File: config.mk
export PLATFORM = sky130hd
export DESIGN_NAME = adc_read_seq
export DESIGN_NICKNAME = d
export VERILOG_FILES = /design/src/rtl/adc_read_seq_pkg.sv /design/src/rtl/adc_seq_timer.sv /design/src/rtl/adc_seq_shifter.sv /design/src/rtl/adc_read_seq.sv
export SDC_FILE = /design/constraint.sdc
export NUM_CORES = 1
export LEC_CHECK = 0
export BUFFER_PORTS_ARGS = -buffer_cell sky130_fd_sc_hd__buf_2
export CORE_MARGIN = 2
export CORE_UTILIZATION = 50
export CTS_BUF_LIST = sky130_fd_sc_hd__clkbuf_8
export DETAILED_ROUTE_END_ITERATION = 12
export MAX_ROUTING_LAYER = met4
export PLACE_DENSITY = 0.68
export SETUP_SLACK_MARGIN = 0.2
export SKIP_LAST_GASP = 1
export SYNTH_ARGS = -nofsm -noshare
export SYNTH_HDL_FRONTEND = slang
export SYNTH_HIERARCHICAL = 1
export SYNTH_SLANG_ARGS = --single-unit
File: constraint.sdc
create_clock -name clk_i -period 3.75 [get_ports clk_i]
set_input_delay 0.1875 -clock clk_i [delete_from_list [all_inputs] [get_ports clk_i]]
set_output_delay 0.1875 -clock clk_i [all_outputs]
set_load 0.005 [all_outputs]
File: src/rtl/adc_read_seq_pkg.sv
package adc_read_seq_pkg;

    typedef enum logic [2:0] {
        ST_IDLE  = 3'd0,
        ST_PULSE = 3'd1,
        ST_WAIT  = 3'd2,
        ST_SHIFT = 3'd3,
        ST_DONE  = 3'd4
    } seq_state_e;

    function automatic int max3(input int a, input int b, input int c);
        int m;
        m = (a > b) ? a : b;
        return (m > c) ? m : c;
    endfunction

endpackage

File: src/rtl/adc_seq_timer.sv
module adc_seq_timer #(
    parameter int CNT_W = 8
) (
    input  logic             clk_i,
    input  logic             rst_ni,
    input  logic             load_i,
    input  logic [CNT_W-1:0] load_val_i,
    output logic             zero_o
);
    logic [CNT_W-1:0] cnt_d, cnt_q;

    always_comb begin
        cnt_d = cnt_q;
        if (load_i) begin
            cnt_d = load_val_i;
        end else if (cnt_q != '0) begin
            cnt_d = cnt_q - 1'b1;
        end
    end

    always_ff @(posedge clk_i or negedge rst_ni) begin
        if (!rst_ni) cnt_q <= '0;
        else         cnt_q <= cnt_d;
    end

    assign zero_o = (cnt_q == '0);

    // every phase length starts from the loaded value
    assert_timer_load_R4: assert property (@(posedge clk_i) disable iff (!rst_ni)
        load_i |=> (cnt_q == $past(load_val_i)));

    assert_timer_step_R3: assert property (@(posedge clk_i) disable iff (!rst_ni)
        (!load_i && cnt_q != '0) |=> (cnt_q == $past(cnt_q) - 1'b1));

endmodule

File: src/rtl/adc_seq_shifter.sv
module adc_seq_shifter #(
    parameter int NBITS = 8
) (
    input  logic             clk_i,
    input  logic             rst_ni,
    input  logic             shift_i,
    input  logic             bit_i,
    output logic [NBITS-1:0] data_o
);
    logic [NBITS-1:0] data_d, data_q;

    always_comb begin
        data_d = data_q;
        if (shift_i) begin
            data_d = {data_q[NBITS-2:0], bit_i};
        end
    end

    always_ff @(posedge clk_i or negedge rst_ni) begin
        if (!rst_ni) data_q <= '0;
        else         data_q <= data_d;
    end

    assign data_o = data_q;

    // the sampled bit enters at the low end, earlier bits move toward the MSB
    assert_shift_in_R5: assert property (@(posedge clk_i) disable iff (!rst_ni)
        shift_i |=> (data_q[0] == $past(bit_i)) && (data_q[NBITS-1:1] == $past(data_q[NBITS-2:0])));

    assert_hold_R8: assert property (@(posedge clk_i) disable iff (!rst_ni)
        !shift_i |=> $stable(data_q));

endmodule

File: src/rtl/adc_read_seq.sv
module adc_read_seq
    import adc_read_seq_pkg::*;
#(
    parameter int START_CYC = 3,
    parameter int WAIT_CYC  = 20,
    parameter int HALF_CYC  = 2,
    parameter int NBITS     = 8
) (
    input  logic             clk_i,
    input  logic             rst_ni,
    input  logic             req_valid_i,
    output logic             req_ready_o,
    output logic             conv_start_o,
    output logic             ser_clk_o,
    input  logic             ser_data_i,
    output logic [NBITS-1:0] result_o,
    output logic             result_valid_o
);
    localparam int MAX_CYC = max3(START_CYC, WAIT_CYC, HALF_CYC);
    localparam int CNT_W   = (MAX_CYC > 1) ? $clog2(MAX_CYC) : 1;
    localparam int BIT_W   = $clog2(NBITS + 1);

    localparam logic [CNT_W-1:0] START_LD = CNT_W'(START_CYC - 1);
    localparam logic [CNT_W-1:0] WAIT_LD  = CNT_W'(WAIT_CYC - 1);
    localparam logic [CNT_W-1:0] HALF_LD  = CNT_W'(HALF_CYC - 1);
    localparam logic [BIT_W-1:0] BITS_END = BIT_W'(NBITS);

    typedef struct packed {
        seq_state_e       state;
        logic             sclk;
        logic [BIT_W-1:0] bit_cnt;
    } seq_regs_t;

    seq_regs_t        r_d, r_q;
    logic             tmr_load;
    logic [CNT_W-1:0] tmr_val;
    logic             tmr_zero;
    logic             shift_en;

    always_comb begin
        r_d      = r_q;
        tmr_load = 1'b0;
        tmr_val  = '0;
        shift_en = 1'b0;
        unique case (r_q.state)
            ST_IDLE: begin
                if (req_valid_i) begin
                    r_d.state = ST_PULSE;
                    tmr_load  = 1'b1;
                    tmr_val   = START_LD;
                end
            end
            ST_PULSE: begin
                if (tmr_zero) begin
                    r_d.state = ST_WAIT;
                    tmr_load  = 1'b1;
                    tmr_val   = WAIT_LD;
                end
            end
            ST_WAIT: begin
                if (tmr_zero) begin
                    r_d.state   = ST_SHIFT;
                    r_d.sclk    = 1'b1;
                    r_d.bit_cnt = '0;
                    tmr_load    = 1'b1;
                    tmr_val     = HALF_LD;
                end
            end
            ST_SHIFT: begin
                if (tmr_zero) begin
                    if (r_q.sclk) begin
                        r_d.sclk    = 1'b0;
                        r_d.bit_cnt = r_q.bit_cnt + 1'b1;
                        shift_en    = 1'b1;
                        tmr_load    = 1'b1;
                        tmr_val     = HALF_LD;
                    end else if (r_q.bit_cnt == BITS_END) begin
                        r_d.state = ST_DONE;
                    end else begin
                        r_d.sclk = 1'b1;
                        tmr_load = 1'b1;
                        tmr_val  = HALF_LD;
                    end
                end
            end
            ST_DONE: begin
                r_d.state = ST_IDLE;
            end
            default: begin
                r_d.state = ST_IDLE;
                r_d.sclk  = 1'b0;
            end
        endcase
    end

    always_ff @(posedge clk_i or negedge rst_ni) begin
        if (!rst_ni) begin
            r_q.state   <= ST_IDLE;
            r_q.sclk    <= 1'b0;
            r_q.bit_cnt <= '0;
        end else begin
            r_q <= r_d;
        end
    end

    adc_seq_timer #(.CNT_W(CNT_W)) i_timer (
        .clk_i      (clk_i),
        .rst_ni     (rst_ni),
        .load_i     (tmr_load),
        .load_val_i (tmr_val),
        .zero_o     (tmr_zero)
    );

    adc_seq_shifter #(.NBITS(NBITS)) i_shifter (
        .clk_i   (clk_i),
        .rst_ni  (rst_ni),
        .shift_i (shift_en),
        .bit_i   (ser_data_i),
        .data_o  (result_o)
    );

    assign req_ready_o    = (r_q.state == ST_IDLE);
    assign conv_start_o   = (r_q.state == ST_PULSE);
    assign ser_clk_o      = r_q.sclk;
    assign result_valid_o = (r_q.state == ST_DONE);

    // a start edge needs an accepted request and a quiet serial clock
    assert_start_edge_R9: assert property (@(posedge clk_i) disable iff (!rst_ni)
        $rose(conv_start_o) |-> $past(req_valid_i) && $past(req_ready_o) && !$past(ser_clk_o));

    // serial clock never runs while the start pulse is high
    assert_no_overlap_R3: assert property (@(posedge clk_i) disable iff (!rst_ni)
        !(conv_start_o && ser_clk_o));

    // the valid strobe lasts a single cycle
    assert_valid_pulse_R6: assert property (@(posedge clk_i) disable iff (!rst_ni)
        result_valid_o |=> !result_valid_o);

    // ready stays low through the strobe and returns right after it
    assert_ready_busy_R7: assert property (@(posedge clk_i) disable iff (!rst_ni)
        result_valid_o |-> !req_ready_o ##1 req_ready_o);

    // the burst never counts past the byte width
    assert_bit_bound_R4: assert property (@(posedge clk_i) disable iff (!rst_ni)
        r_q.bit_cnt <= BITS_END);

    // the serial clock is low whenever the sequencer is idle
    assert_sclk_idle_R4: assert property (@(posedge clk_i) disable iff (!rst_ni)
        req_ready_o |-> !ser_clk_o);

endmodule

Word-level counts from Yosys, hierarchy flattened. Cells that the tools add are included.

Word-level logic and storage cells: 59. Bits of input ports: 4. Register bits after elaboration: 21.

Reduce and logical (&&, ||, !) cells: 10. $add $sub $neg: 2. Mux-type cells: 29. Equality and inequality tests: 12. Bitwise logic cells: 1.

Operators by type and width (count): $pmux 5 s4 (1); $mux 8 (2); $mux 5 (3); $mux 1 (13); $mux 3 (4); $pmux 3 s4 (1); $ne 2x2->1 const B (4); $pmux 4 s2 (1); $eq 3x2->1 const B (2); $ne 2x1->1 const B (3); $pmux 1 s3 (2); $reduce_and 6->1 (1); $logic_not 5->1 (1); $reduce_bool 5->1 (1); $sub 5x1->5 const B (1); $add 4x1->4 const B (1); $eq 4x4->1 const B (1); $mux 4 (1); $reduce_and 4->1 (1); $reduce_bool 2->1 (2); $eq 3x1->1 const B (1); $eq 3x3->1 const B (1); $logic_not 3->1 (1); $reduce_and 3->1 (1); 4 further kinds (4).

Logic depth before layout (Yosys ltp). Gate-level depths: netlist of the first run.

Depth in word-level cells: 6. Depth in mapped cells: 10. Depth with buffers taken out: 8.

Modules after synthesis. Netlist of the first run, hierarchy kept.

By module, submodules not included: adc_read_seq (times used 1, sequential area each 200.2 µm², area an instance 558.0 µm², cells each 64); adc_seq_shifter (times used 1, sequential area each 200.2 µm², area an instance 331.6 µm², cells each 17); adc_seq_timer (times used 1, sequential area each 125.1 µm², area an instance 279.0 µm², cells each 27).

Worst setup path after synthesis of the first run. OpenSTA, ideal clock, no wires.

Path kind: register to register. Start point: reg i_timer.cnt_q[0]. End point: reg i_timer.cnt_q[4]. Setup slack: 1649 ps. Cell stages (with the launch flop): 10. Path buffers: 2. Period minus slack after synthesis: 2101 ps. Arrival time: 1964 ps. Path through: dfrtp_1 -> inv_1 -> ha_1 -> nor4b_4 -> buf_6 -> and2b_1 -> nor3_1 -> and3_1 -> clkbuf_1 -> o21ai_0.

Longest elaborated chain between the ends: 4. Elaborated cells on any way between the ends: 11. Those cells by class: 1 x add/sub; 7 x mux; 3 x reduce/logical.

RTL lines: start: declaration (RTL line adc_seq_timer.sv:10) `logic [CNT_W-1:0] cnt_d, cnt_q;`; start signal: assignment (RTL line adc_seq_timer.sv:23) `else cnt_q <= cnt_d;`; $logic_not 5->1 * (RTL line adc_seq_timer.sv:26) `assign zero_o = (cnt_q == '0);`; via tmr_zero (RTL line adc_read_seq.sv:37) `logic tmr_zero;`; $mux 1, on equally long branches (RTL line adc_read_seq.sv:70, adc_read_seq.sv:54, adc_read_seq.sv:61); $pmux 1 s3 * (RTL line adc_read_seq.sv:45) `unique case (r_q.state)`; via tmr_load (RTL line adc_read_seq.sv:35) `logic tmr_load;`; $mux 5 or $reduce_bool 2->1 (tied branches).

Mark *: on every way through the listed nets, which the timed path passes. The rest lies on a longest branch. The select of a mux whose other input is x is not followed. A chain may end at the register's enable or synchronous reset.

Worst setup path in the final report of the first run.
Start point: reg i_timer.cnt_q[0]. End point: reg i_timer.cnt_q[3].

Same word-level chain as after synthesis.

==> impl_results.html, run 1 <==
<table>
<tr><th>Metric</th><th>Value</th></tr>
<tr><th colspan="2">Timing</th></tr>
<tr><td>Accumulated negative setup slack</td><td>0 ps</td></tr>
<tr><td>Measured slew at the worst slew-check pin</td><td>744.7 ps</td></tr>
<tr><td>Worst hold-check slack</td><td>160.2 ps</td></tr>
<tr><td>Maximum clock frequency</td><td>about 0.42 GHz</td></tr>
<tr><td>Fin crit period</td><td>2378 ps</td></tr>
<tr><td>Worst setup skew after layout</td><td>4.644 ps</td></tr>
<tr><td>Setup-failing EPs final</td><td>0</td></tr>
<tr><td>Fin crit share</td><td>0.6342</td></tr>
<tr><td>Number of pins exceeding their max-slew limit in the final report</td><td>0</td></tr>
<tr><td>Headroom to the max-slew limit</td><td>0.5015</td></tr>
<tr><td>Unrepaired setup endpoints after global routing</td><td>no</td></tr>
<tr><td>Final Hold Vio Count</td><td>0</td></tr>
<tr><th colspan="2">Synthesis</th></tr>
<tr><td>Number of instances in the synthesized netlist</td><td>108</td></tr>
<tr><td>Async set or reset register ratio after synthesis</td><td>1.000</td></tr>
<tr><td>Portion of synthesized cell area occupied by the leading cell type</td><td>0.4497</td></tr>
<tr><td>Yosys Warn Count</td><td>6</td></tr>
<tr><td>Synth cell count leaders</td><td>21 x dfrtp_1, 8 x inv_1, 8 x mux2_4</td></tr>
<tr><td>Post-synthesis instance area</td><td>1169 um^2</td></tr>
<tr><td>Number of synthesized register bits</td><td>21</td></tr>
<tr><td>Post-synthesis sequential area ratio</td><td>0.4497</td></tr>
<tr><td>Most common flop cell mapped by yosys</td><td>dfrtp_1</td></tr>
<tr><td>Leading cell type by number of instances after synthesis</td><td>dfrtp_1</td></tr>
<tr><td>Number of different library cells in the post-synthesis netlist</td><td>35</td></tr>
<tr><td>Synthesized area per cell</td><td>10.82 um^2</td></tr>
<tr><td>Synth top area cells</td><td>dfrtp_1 45%, mux2_4 10%, ha_1 3.2%, nor3_1 3.0%, o21ai_0 3.0%</td></tr>
<tr><td>Leading area contributor after synthesis</td><td>dfrtp_1</td></tr>
<tr><td>Number of enable-type register cells in the synthesized netlist</td><td>0</td></tr>
<tr><th colspan="2">Critical path</th></tr>
<tr><td>Startpoint Class</td><td>flop</td></tr>
<tr><td>Arr. time, crit path</td><td>around 2500 ps</td></tr>
<tr><td>Critical Path Sink Type</td><td>flop</td></tr>
<tr><td>Highest net fanout along the worst path</td><td>14</td></tr>
<tr><td>Type of the worst setup path</td><td>flop to flop</td></tr>
<tr><td>Required @ worst endpoint</td><td>3870 ps</td></tr>
<tr><th colspan="2">Placed design</th></tr>
<tr><td>Detail Placement HPWL</td><td>~1.4 mm</td></tr>
<tr><td>Count of port buffers added during placement</td><td>15</td></tr>
<tr><td>DP Area</td><td>1250 um^2</td></tr>
<tr><td>RePlAce Congestion</td><td>0.8048</td></tr>
<tr><th colspan="2">Worst hold path</th></tr>
<tr><td>Type of the most critical hold path</td><td>primary input to flop</td></tr>
<tr><th colspan="2">Clocking</th></tr>
<tr><td>Clock slew at the register clock pins of the worst setup and hold paths</td><td>80 ps</td></tr>
<tr><td>Number of buffers inserted during clock tree synthesis</td><td>3</td></tr>
<tr><td>Number of gates resized after CTS</td><td>0</td></tr>
<tr><td>Clock latency on the worst-skew pair</td><td>260 ps</td></tr>
<tr><td>CTS Root Cell</td><td>clkbuf_8</td></tr>
<tr><td>Buffers inserted during post-CTS setup optimization</td><td>0</td></tr>
<tr><td>Longest Clk Path Bufs</td><td>2</td></tr>
<tr><td>CTS tree</td><td>built</td></tr>
<tr><td>Hold-fix buffer count after cts</td><td>1</td></tr>
<tr><td>H-Tree Depth</td><td>1</td></tr>
<tr><td>Sinks on the clock net</td><td>21</td></tr>
<tr><th colspan="2">GRT</th></tr>
<tr><td>Total congestion overflow after global routing</td><td>0</td></tr>
<tr><td>Wire length of the first global-routing pass</td><td>3.512 mm</td></tr>
<tr><td>Vias in the first global route</td><td>749</td></tr>
<tr><td>GRT Util Overall</td><td>0.1788</td></tr>
<tr><td>Antenna violations before repair</td><td>0</td></tr>
<tr><td>Largest net degree at the start of global routing</td><td>22</td></tr>
<tr><th colspan="2">Cells and area</th></tr>
<tr><td>Share of the core filled with cells in the final layout</td><td>0.5905</td></tr>
<tr><td>Fraction of final layout cells with drive strength greater than 1</td><td>0.2823</td></tr>
<tr><td>N_diodes</td><td>0</td></tr>
<tr><td>Final instance area</td><td>1306 um^2</td></tr>
<tr><td>Layout area overhead</td><td>11.78%</td></tr>
<tr><td>Net total in the final layout</td><td>132</td></tr>
<tr><th colspan="2">Route</th></tr>
<tr><td>Detail Route Antenna Nets</td><td>0</td></tr>
<tr><td>Detailed Route Iter0 Violations</td><td>14</td></tr>
<tr><td>Routed wire length per instance</td><td>13.45 um</td></tr>
<tr><td>First-pass detailed-route iteration total</td><td>4</td></tr>
<tr><td>Post-Route WL</td><td>2.045 mm</td></tr>
<tr><td>Vias after detailed routing</td><td>slightly above 800</td></tr>
<tr><td>Drc violations</td><td>0</td></tr>
<tr><td>Number of vias per cell</td><td>approximately 5.4</td></tr>
<tr><th colspan="2">Power</th></tr>
<tr><td>Total power of the final layout</td><td>0.0006714 W</td></tr>
<tr><td>Static Leak</td><td>~0.63 nW</td></tr>
<tr><td>Power per unit of standard cell area</td><td>514.0 nW/um^2</td></tr>
<tr><td>Maximum resistive drop on vdd</td><td>0.3149 mV</td></tr>
<tr><th colspan="2">Floorplan</th></tr>
<tr><td>Core ar.</td><td>approximately 2200 um^2</td></tr>
<tr><td>Vertical die dimension</td><td>52.35 um</td></tr>
<tr><td>Overall die area</td><td>about 2700 um^2</td></tr>
<tr><td>Die width</td><td>52.35 um</td></tr>
<tr><td>Top-Level Pins</td><td>16</td></tr>
<tr><td>Std-Cell Rows</td><td>17</td></tr>
<tr><td>Initial core utilization</td><td>0.5283</td></tr>
<tr><th colspan="2">Status</th></tr>
<tr><td>Run status</td><td>finished, final reports clean</td></tr>
<tr><th colspan="2">Job</th></tr>
<tr><td>Maximum capacitance violations</td><td>0</td></tr>
</table>
registers in the layout (all words and copies together), names as in the netlist:
name,cells
i_shifter/data_o,8
i_timer/cnt_q,5
r_q,7
ser_clk_o,1
area by class of cell:
| cell class | instances | area, um^2 |
|---|---|---|
| Fill cell | 197 | 905.9 |
| Multi-Input combinational cell | 74 | 576.8 |
| Sequential cell | 21 | 525.5 |
| Timing Repair Buffer | 17 | 92.59 |
| Clock buffer | 3 | 41.29 |
| Tap cell | 28 | 35.03 |
| Inverter | 8 | 30.03 |
| Clock inverter | 1 | 5.005 |
kinds of logic after synthesis:
logic type,share of synthesized area
buffers and inverters,0.05996
multiplexers,0.1221
XOR/XNOR,0.02249
adder cells (fa/ha/maj),0.03212
AO/OA/AOI/OAI,0.1156
other,0.003209
AND/OR/NAND/NOR,0.1949
flip-flops,0.4497
metal layers:
metal | GRT usage | wire (um) | vias to the layer above
met1 | 0.2446 | 986 | 388
met3 | 0.05143 | 112 | 4
met4 | 0.06410 | 28 | 0
li1 | - | - | 408
met5 | - | 0 | -
met2 | 0.2521 | 917 | 27
path summary, 6_finish.rpt:
path / start / endpoint / slack (ps) / depth (start not counted)
worst max-delay path: i_timer/cnt_q[0]$_DFFE_PN0P_ / i_timer/cnt_q[3]$_DFFE_PN0P_ / 1370 / 7
worst min-delay path: ser_data_i / i_shifter/data_o[0]$_DFFE_PN0P_ / 160 / 2
worst max register to register: i_timer/cnt_q[0]$_DFFE_PN0P_ / i_timer/cnt_q[3]$_DFFE_PN0P_ / 1370 / 7
worst min register to register: i_shifter/data_o[7]$_DFFE_PN0P_ / i_shifter/data_o[7]$_DFFE_PN0P_ / 520 / 1
max in group asynchronous: rst_ni / i_timer/cnt_q[4]$_DFFE_PN0P_ / 3030 / 2
min in group asynchronous: rst_ni / r_q[0]$_DFFE_PN0P_ / 400 / 2
metrics by stage:
| stage | instances | setup WS, ps |
|---|---|---|
| floorplan | 109 | 1649 |
| global placement | 147 | 1492 |
| detailed placement | 147 | 1367 |
| CTS | 152 | 1364 |
| global route | 152 | 1152 |
| finish | 152 | 1372 |
cells in the final DEF, fill, tap and decap left out, drive strengths merged, types with 2 or more instances in the layout:
master	n
dfrtp	21
buf	16
mux2	10
o21ai	9
inv	8
nor3	7
nand2	7
a21oi	5
nor2	3
nand4	3
ha	3
clkbuf	3
xnor2	3
o31ai	3
and4bb	2
and2	2
a21o	2
conb	2
nand3b	2
critical path: stages (launching register included):
cell and delay [ps]:
dfrtp_1 380, inv_1 90, ha_1 220, nor4b_4 650, and2b_1 270, nor3_1 130
and3_1 370, o31ai_1 130
report_power, final:
| part | total, W | internal [W] | leakage [nW] | switching, W |
|---|---|---|---|---|
| registers | 0.000310 | 0.000266 | 0.273 | 0.0000437 |
| clock network | 0.000148 | 0.0000741 | 0.0255 | 0.0000741 |
| logic | 0.000214 | 0.000114 | 0.329 | 0.0000993 |
| total | 0.000671 | 0.000454 | 0.627 | 0.000217 |
(Power assumes the default switching activity.)
==> run 2: changes to the inputs <==
--- a/config.mk
+++ b/config.mk
@@ -5,6 +5,7 @@
 export SDC_FILE = /design/constraint.sdc
 export NUM_CORES = 1
 export LEC_CHECK = 0
+export ABC_AREA = 1
 export BUFFER_PORTS_ARGS = -buffer_cell sky130_fd_sc_hd__buf_2
 export CORE_MARGIN = 2
 export CORE_UTILIZATION = 50
==> constraint.sdc (replaced) <==
create_clock -name clk_i -period 2.3 [get_ports clk_i]
set_input_delay 0.115 -clock clk_i [delete_from_list [all_inputs] [get_ports clk_i]]
set_output_delay 0.115 -clock clk_i [all_outputs]
set_load 0.005 [all_outputs]
==> impl_results.html, run 2 <==
<table>
<tr><th>Metric</th><th>Value</th></tr>
<tr><th colspan="2">Status</th></tr>
<tr><td>Run status</td><td>finished, final reports clean</td></tr>
<tr><th colspan="2">Power</th></tr>
<tr><td>Static Leak</td><td>0.7216 nW</td></tr>
<tr><td>Power per unit of standard cell area</td><td>1264 nW/um^2</td></tr>
<tr><td>Maximum resistive drop on vdd</td><td>0.6582 mV</td></tr>
<tr><td>Total power of the final layout</td><td>0.001671 W</td></tr>
<tr><th colspan="2">Cells and area</th></tr>
<tr><td>Final instance area</td><td>~1300 um^2</td></tr>
<tr><td>Net total in the final layout</td><td>179</td></tr>
<tr><td>N_diodes</td><td>0</td></tr>
<tr><td>Non-filler cells in the finished layout</td><td>199</td></tr>
<tr><td>Largest register FFs</td><td>8</td></tr>
<tr><td>Leading cell type in the layout, fill and taps excluded</td><td>nand2_1</td></tr>
<tr><td>Multi-input gate area</td><td>553.0 um^2</td></tr>
<tr><td>Commonest cells after routing, fill and taps aside</td><td>56 x nand2_1, 21 x dfrtp_1, 15 x buf_2</td></tr>
<tr><td>Layout area overhead</td><td>14.16%</td></tr>
<tr><td>Storage cell area</td><td>approximately 530 um^2</td></tr>
<tr><td>Number of filler instances in the final layout</td><td>201</td></tr>
<tr><td>Fraction of final layout cells with drive strength greater than 1</td><td>0.2047</td></tr>
<tr><th colspan="2">Timing</th></tr>
<tr><td>Final Hold Vio Count</td><td>0</td></tr>
<tr><td>Fin crit share</td><td>0.8170</td></tr>
<tr><td>Number of pins exceeding their max-slew limit in the final report</td><td>0</td></tr>
<tr><td>Unrepaired setup endpoints after global routing</td><td>no</td></tr>
<tr><td>Maximum clock frequency</td><td>0.5322 GHz</td></tr>
<tr><td>Worst setup skew after layout</td><td>just over 0.6 ps</td></tr>
<tr><td>Fin crit period</td><td>1879 ps</td></tr>
<tr><td>Setup-failing EPs final</td><td>0</td></tr>
<tr><td>Accumulated negative setup slack</td><td>0 ps</td></tr>
<tr><th colspan="2">GRT</th></tr>
<tr><td>Total congestion overflow after global routing</td><td>0</td></tr>
<tr><td>GRT Util Overall</td><td>0.1990</td></tr>
<tr><td>Wire length of the first global-routing pass</td><td>3.884 mm</td></tr>
<tr><td>Vias in the first global route</td><td>955</td></tr>
<tr><td>Antenna violations before repair</td><td>0</td></tr>
<tr><td>Largest net degree at the start of global routing</td><td>22</td></tr>
<tr><th colspan="2">Critical path</th></tr>
<tr><td>Critical Path Start</td><td>i_timer/cnt_q[0]$_DFFE_PN0P_</td></tr>
<tr><td>Type of the worst setup path</td><td>flop to flop</td></tr>
<tr><td>Crit Reg-Reg Startpoint</td><td>i_timer/cnt_q[0]$_DFFE_PN0P_</td></tr>
<tr><td>Required @ worst endpoint</td><td>roughly 2500 ps</td></tr>
<tr><td>Critical Path Sink Type</td><td>flop</td></tr>
<tr><td>Highest net fanout along the worst path</td><td>8</td></tr>
<tr><td>Startpoint Class</td><td>flop</td></tr>
<tr><td>Arr. time, crit path</td><td>2070 ps</td></tr>
<tr><th colspan="2">Route</th></tr>
<tr><td>Metal3 WL</td><td>approximately 76 um</td></tr>
<tr><td>Post-Route WL</td><td>between 2 and 2.5 mm</td></tr>
<tr><td>Met2 WL post-DR</td><td>1.030 mm</td></tr>
<tr><td>Detail Route Antenna Nets</td><td>0</td></tr>
<tr><td>Routed wire length per instance</td><td>11.17 um</td></tr>
<tr><td>Drc violations</td><td>0</td></tr>
<tr><td>Met1 Routed Length</td><td>1.089 mm</td></tr>
<tr><td>Number of vias per cell</td><td>4.955</td></tr>
<tr><td>Highest Signal Layer</td><td>met4</td></tr>
<tr><td>Detailed Route Iter0 Violations</td><td>5</td></tr>
<tr><td>First-pass detailed-route iteration total</td><td>4</td></tr>
<tr><td>Vias after detailed routing</td><td>986</td></tr>
<tr><th colspan="2">Synthesis</th></tr>
<tr><td>Synthesized area per cell</td><td>approximately 7.7 um^2</td></tr>
<tr><td>Synth cell count leaders</td><td>56 x nand2_1, 21 x dfrtp_1, 15 x inv_1, 12 x nand3_1, 10 x nor2_1</td></tr>
<tr><td>Most common flop cell mapped by yosys</td><td>dfrtp_1</td></tr>
<tr><td>Number of enable-type register cells in the synthesized netlist</td><td>0</td></tr>
<tr><td>Leading area contributor after synthesis</td><td>dfrtp_1</td></tr>
<tr><td>Async set or reset register ratio after synthesis</td><td>1.000</td></tr>
<tr><td>Post-synthesis sequential area ratio</td><td>0.4541</td></tr>
<tr><td>Leading cell type by number of instances after synthesis</td><td>nand2_1</td></tr>
<tr><td>Post-synthesis instance area</td><td>1157 um^2</td></tr>
<tr><td>Number of instances in the synthesized netlist</td><td>151</td></tr>
<tr><td>Number of synthesized register bits</td><td>21</td></tr>
<tr><td>Number of different library cells in the post-synthesis netlist</td><td>23</td></tr>
<tr><td>Portion of synthesized cell area occupied by the leading cell type</td><td>0.4541</td></tr>
<tr><td>Yosys Warn Count</td><td>6</td></tr>
<tr><td>Synth top area cells</td><td>dfrtp_1 45%, nand2_1 18%, nand3_1 5.2%, inv_1 4.9%, o21ai_1 3.5%</td></tr>
<tr><th colspan="2">Floorplan</th></tr>
<tr><td>Die width</td><td>52.11 um</td></tr>
<tr><td>Std-Cell Rows</td><td>17</td></tr>
<tr><td>Core ar.</td><td>2191 um^2</td></tr>
<tr><td>Overall die area</td><td>2715 um^2</td></tr>
<tr><td>Initial core utilization</td><td>0.5283</td></tr>
<tr><td>Top-Level Pins</td><td>16</td></tr>
<tr><td>Vertical die dimension</td><td>52.11 um</td></tr>
<tr><th colspan="2">Clocking</th></tr>
<tr><td>Clock slew at the register clock pins of the worst setup and hold paths</td><td>80 ps</td></tr>
<tr><td>H-Tree Depth</td><td>1</td></tr>
<tr><td>Buffers inserted during post-CTS setup optimization</td><td>0</td></tr>
<tr><td>Clock latency on the worst-skew pair</td><td>around 260 ps</td></tr>
<tr><td>Longest Clk Path Bufs</td><td>2</td></tr>
<tr><td>CTS Root Cell</td><td>clkbuf_8</td></tr>
<tr><td>CTS tree</td><td>built</td></tr>
<tr><td>Sinks on the clock net</td><td>21</td></tr>
<tr><td>Number of buffers inserted during clock tree synthesis</td><td>3</td></tr>
<tr><th colspan="2">Worst hold path</th></tr>
<tr><td>Worst Hold Launch</td><td>ser_data_i</td></tr>
<tr><td>Type of the most critical hold path</td><td>primary input to flop</td></tr>
<tr><th colspan="2">Placed design</th></tr>
<tr><td>Number of placed instances with taps included</td><td>194</td></tr>
<tr><td>Count of port buffers added during placement</td><td>15</td></tr>
<tr><td>Detail Placement HPWL</td><td>1.623 mm</td></tr>
<tr><td>DP Area</td><td>1260 um^2</td></tr>
<tr><td>RePlAce Congestion</td><td>0.8369</td></tr>
<tr><th colspan="2">Job</th></tr>
<tr><td>Maximum capacitance violations</td><td>0</td></tr>
</table>
-- run 2: what timing repair did --
item	in CTS	in global routing
resized for setup	0	2
hold buffers	1	0
setup endpoints to repair	0	5
hold endpoints to repair	21	0
-- run 2: critical path, cell delays in order, from the launching register on --
cell and delay, ps:
dfrtp_1 380, inv_1 120, ha_1 270, nand3_2 140, inv_2 140, inv_1 110
nor2_1 110, nand2_1 80, nand3_2 140, inv_2 80, nand4_2 110, nand2_1 60
o21ai_1 70
-- run 2: final cells by class --
type | count | share of cell area
Multi-Input combinational cell | 110 | 0.4186
Inverter | 20 | 0.05777
Sequential cell | 21 | 0.3977
Clock inverter | 1 | 0.003788
Clock buffer | 3 | 0.03125
Timing Repair Buffer | 16 | 0.06439
Tap cell | 28 | 0.02652
-- run 2: layer usage --
metal / GRT usage / up-vias
met1: 0.2435 / 454
met2: 0.3291 / 19
li1: - / 509
met4: 0.08333 / 0
met3: 0.02874 / 4
met5: - / -
-- run 2: where the power goes --
part,switching (W),internal [W]
combinational,0.000504,0.000305
sequential,0.000125,0.000491
clock,0.000124,0.000121
-- run 2: path summary, 6_finish.rpt --
check | end | depth (start not counted) | slack, ps
hold / removal | i_shifter/data_o[0]$_DFFE_PN0P_ | 3 | 50
hold reg to reg | i_shifter/data_o[7]$_DFFE_PN0P_ | 2 | 480
min in group asynchronous | r_q[7]$_DFFE_PN0P_ | 2 | 330
setup reg to reg | i_timer/cnt_q[1]$_DFFE_PN0P_ | 12 | 420
max in group asynchronous | i_timer/cnt_q[4]$_DFFE_PN0P_ | 2 | 1640
setup / recovery | i_timer/cnt_q[1]$_DFFE_PN0P_ | 12 | 420
-- run 2: stage by stage --
step	setup slack, ps	util	hold WS, ps
2_1_floorplan	517.9	-	-180.6
3_3_place_gp	383.9	0.5751	97.75
3_5_place_dp	252.3	0.5751	103.6
4_1_cts	231.1	0.6008	50.34
5_1_grt	239.8	0.6031	54.97
6_report	420.9	0.6031	50.21
-- run 2: cells by family after synthesis --
| kind of cell | Yosys count | synth area share |
|---|---|---|
| other cells | 1 | 0.003240 |
| xor+xnor | 3 | 0.02271 |
| flops | 21 | 0.4541 |
| fa+ha+maj | 3 | 0.03244 |
| buf+inv | 21 | 0.07566 |
| simple gates | 89 | 0.3535 |
| compound gates | 13 | 0.05838 |
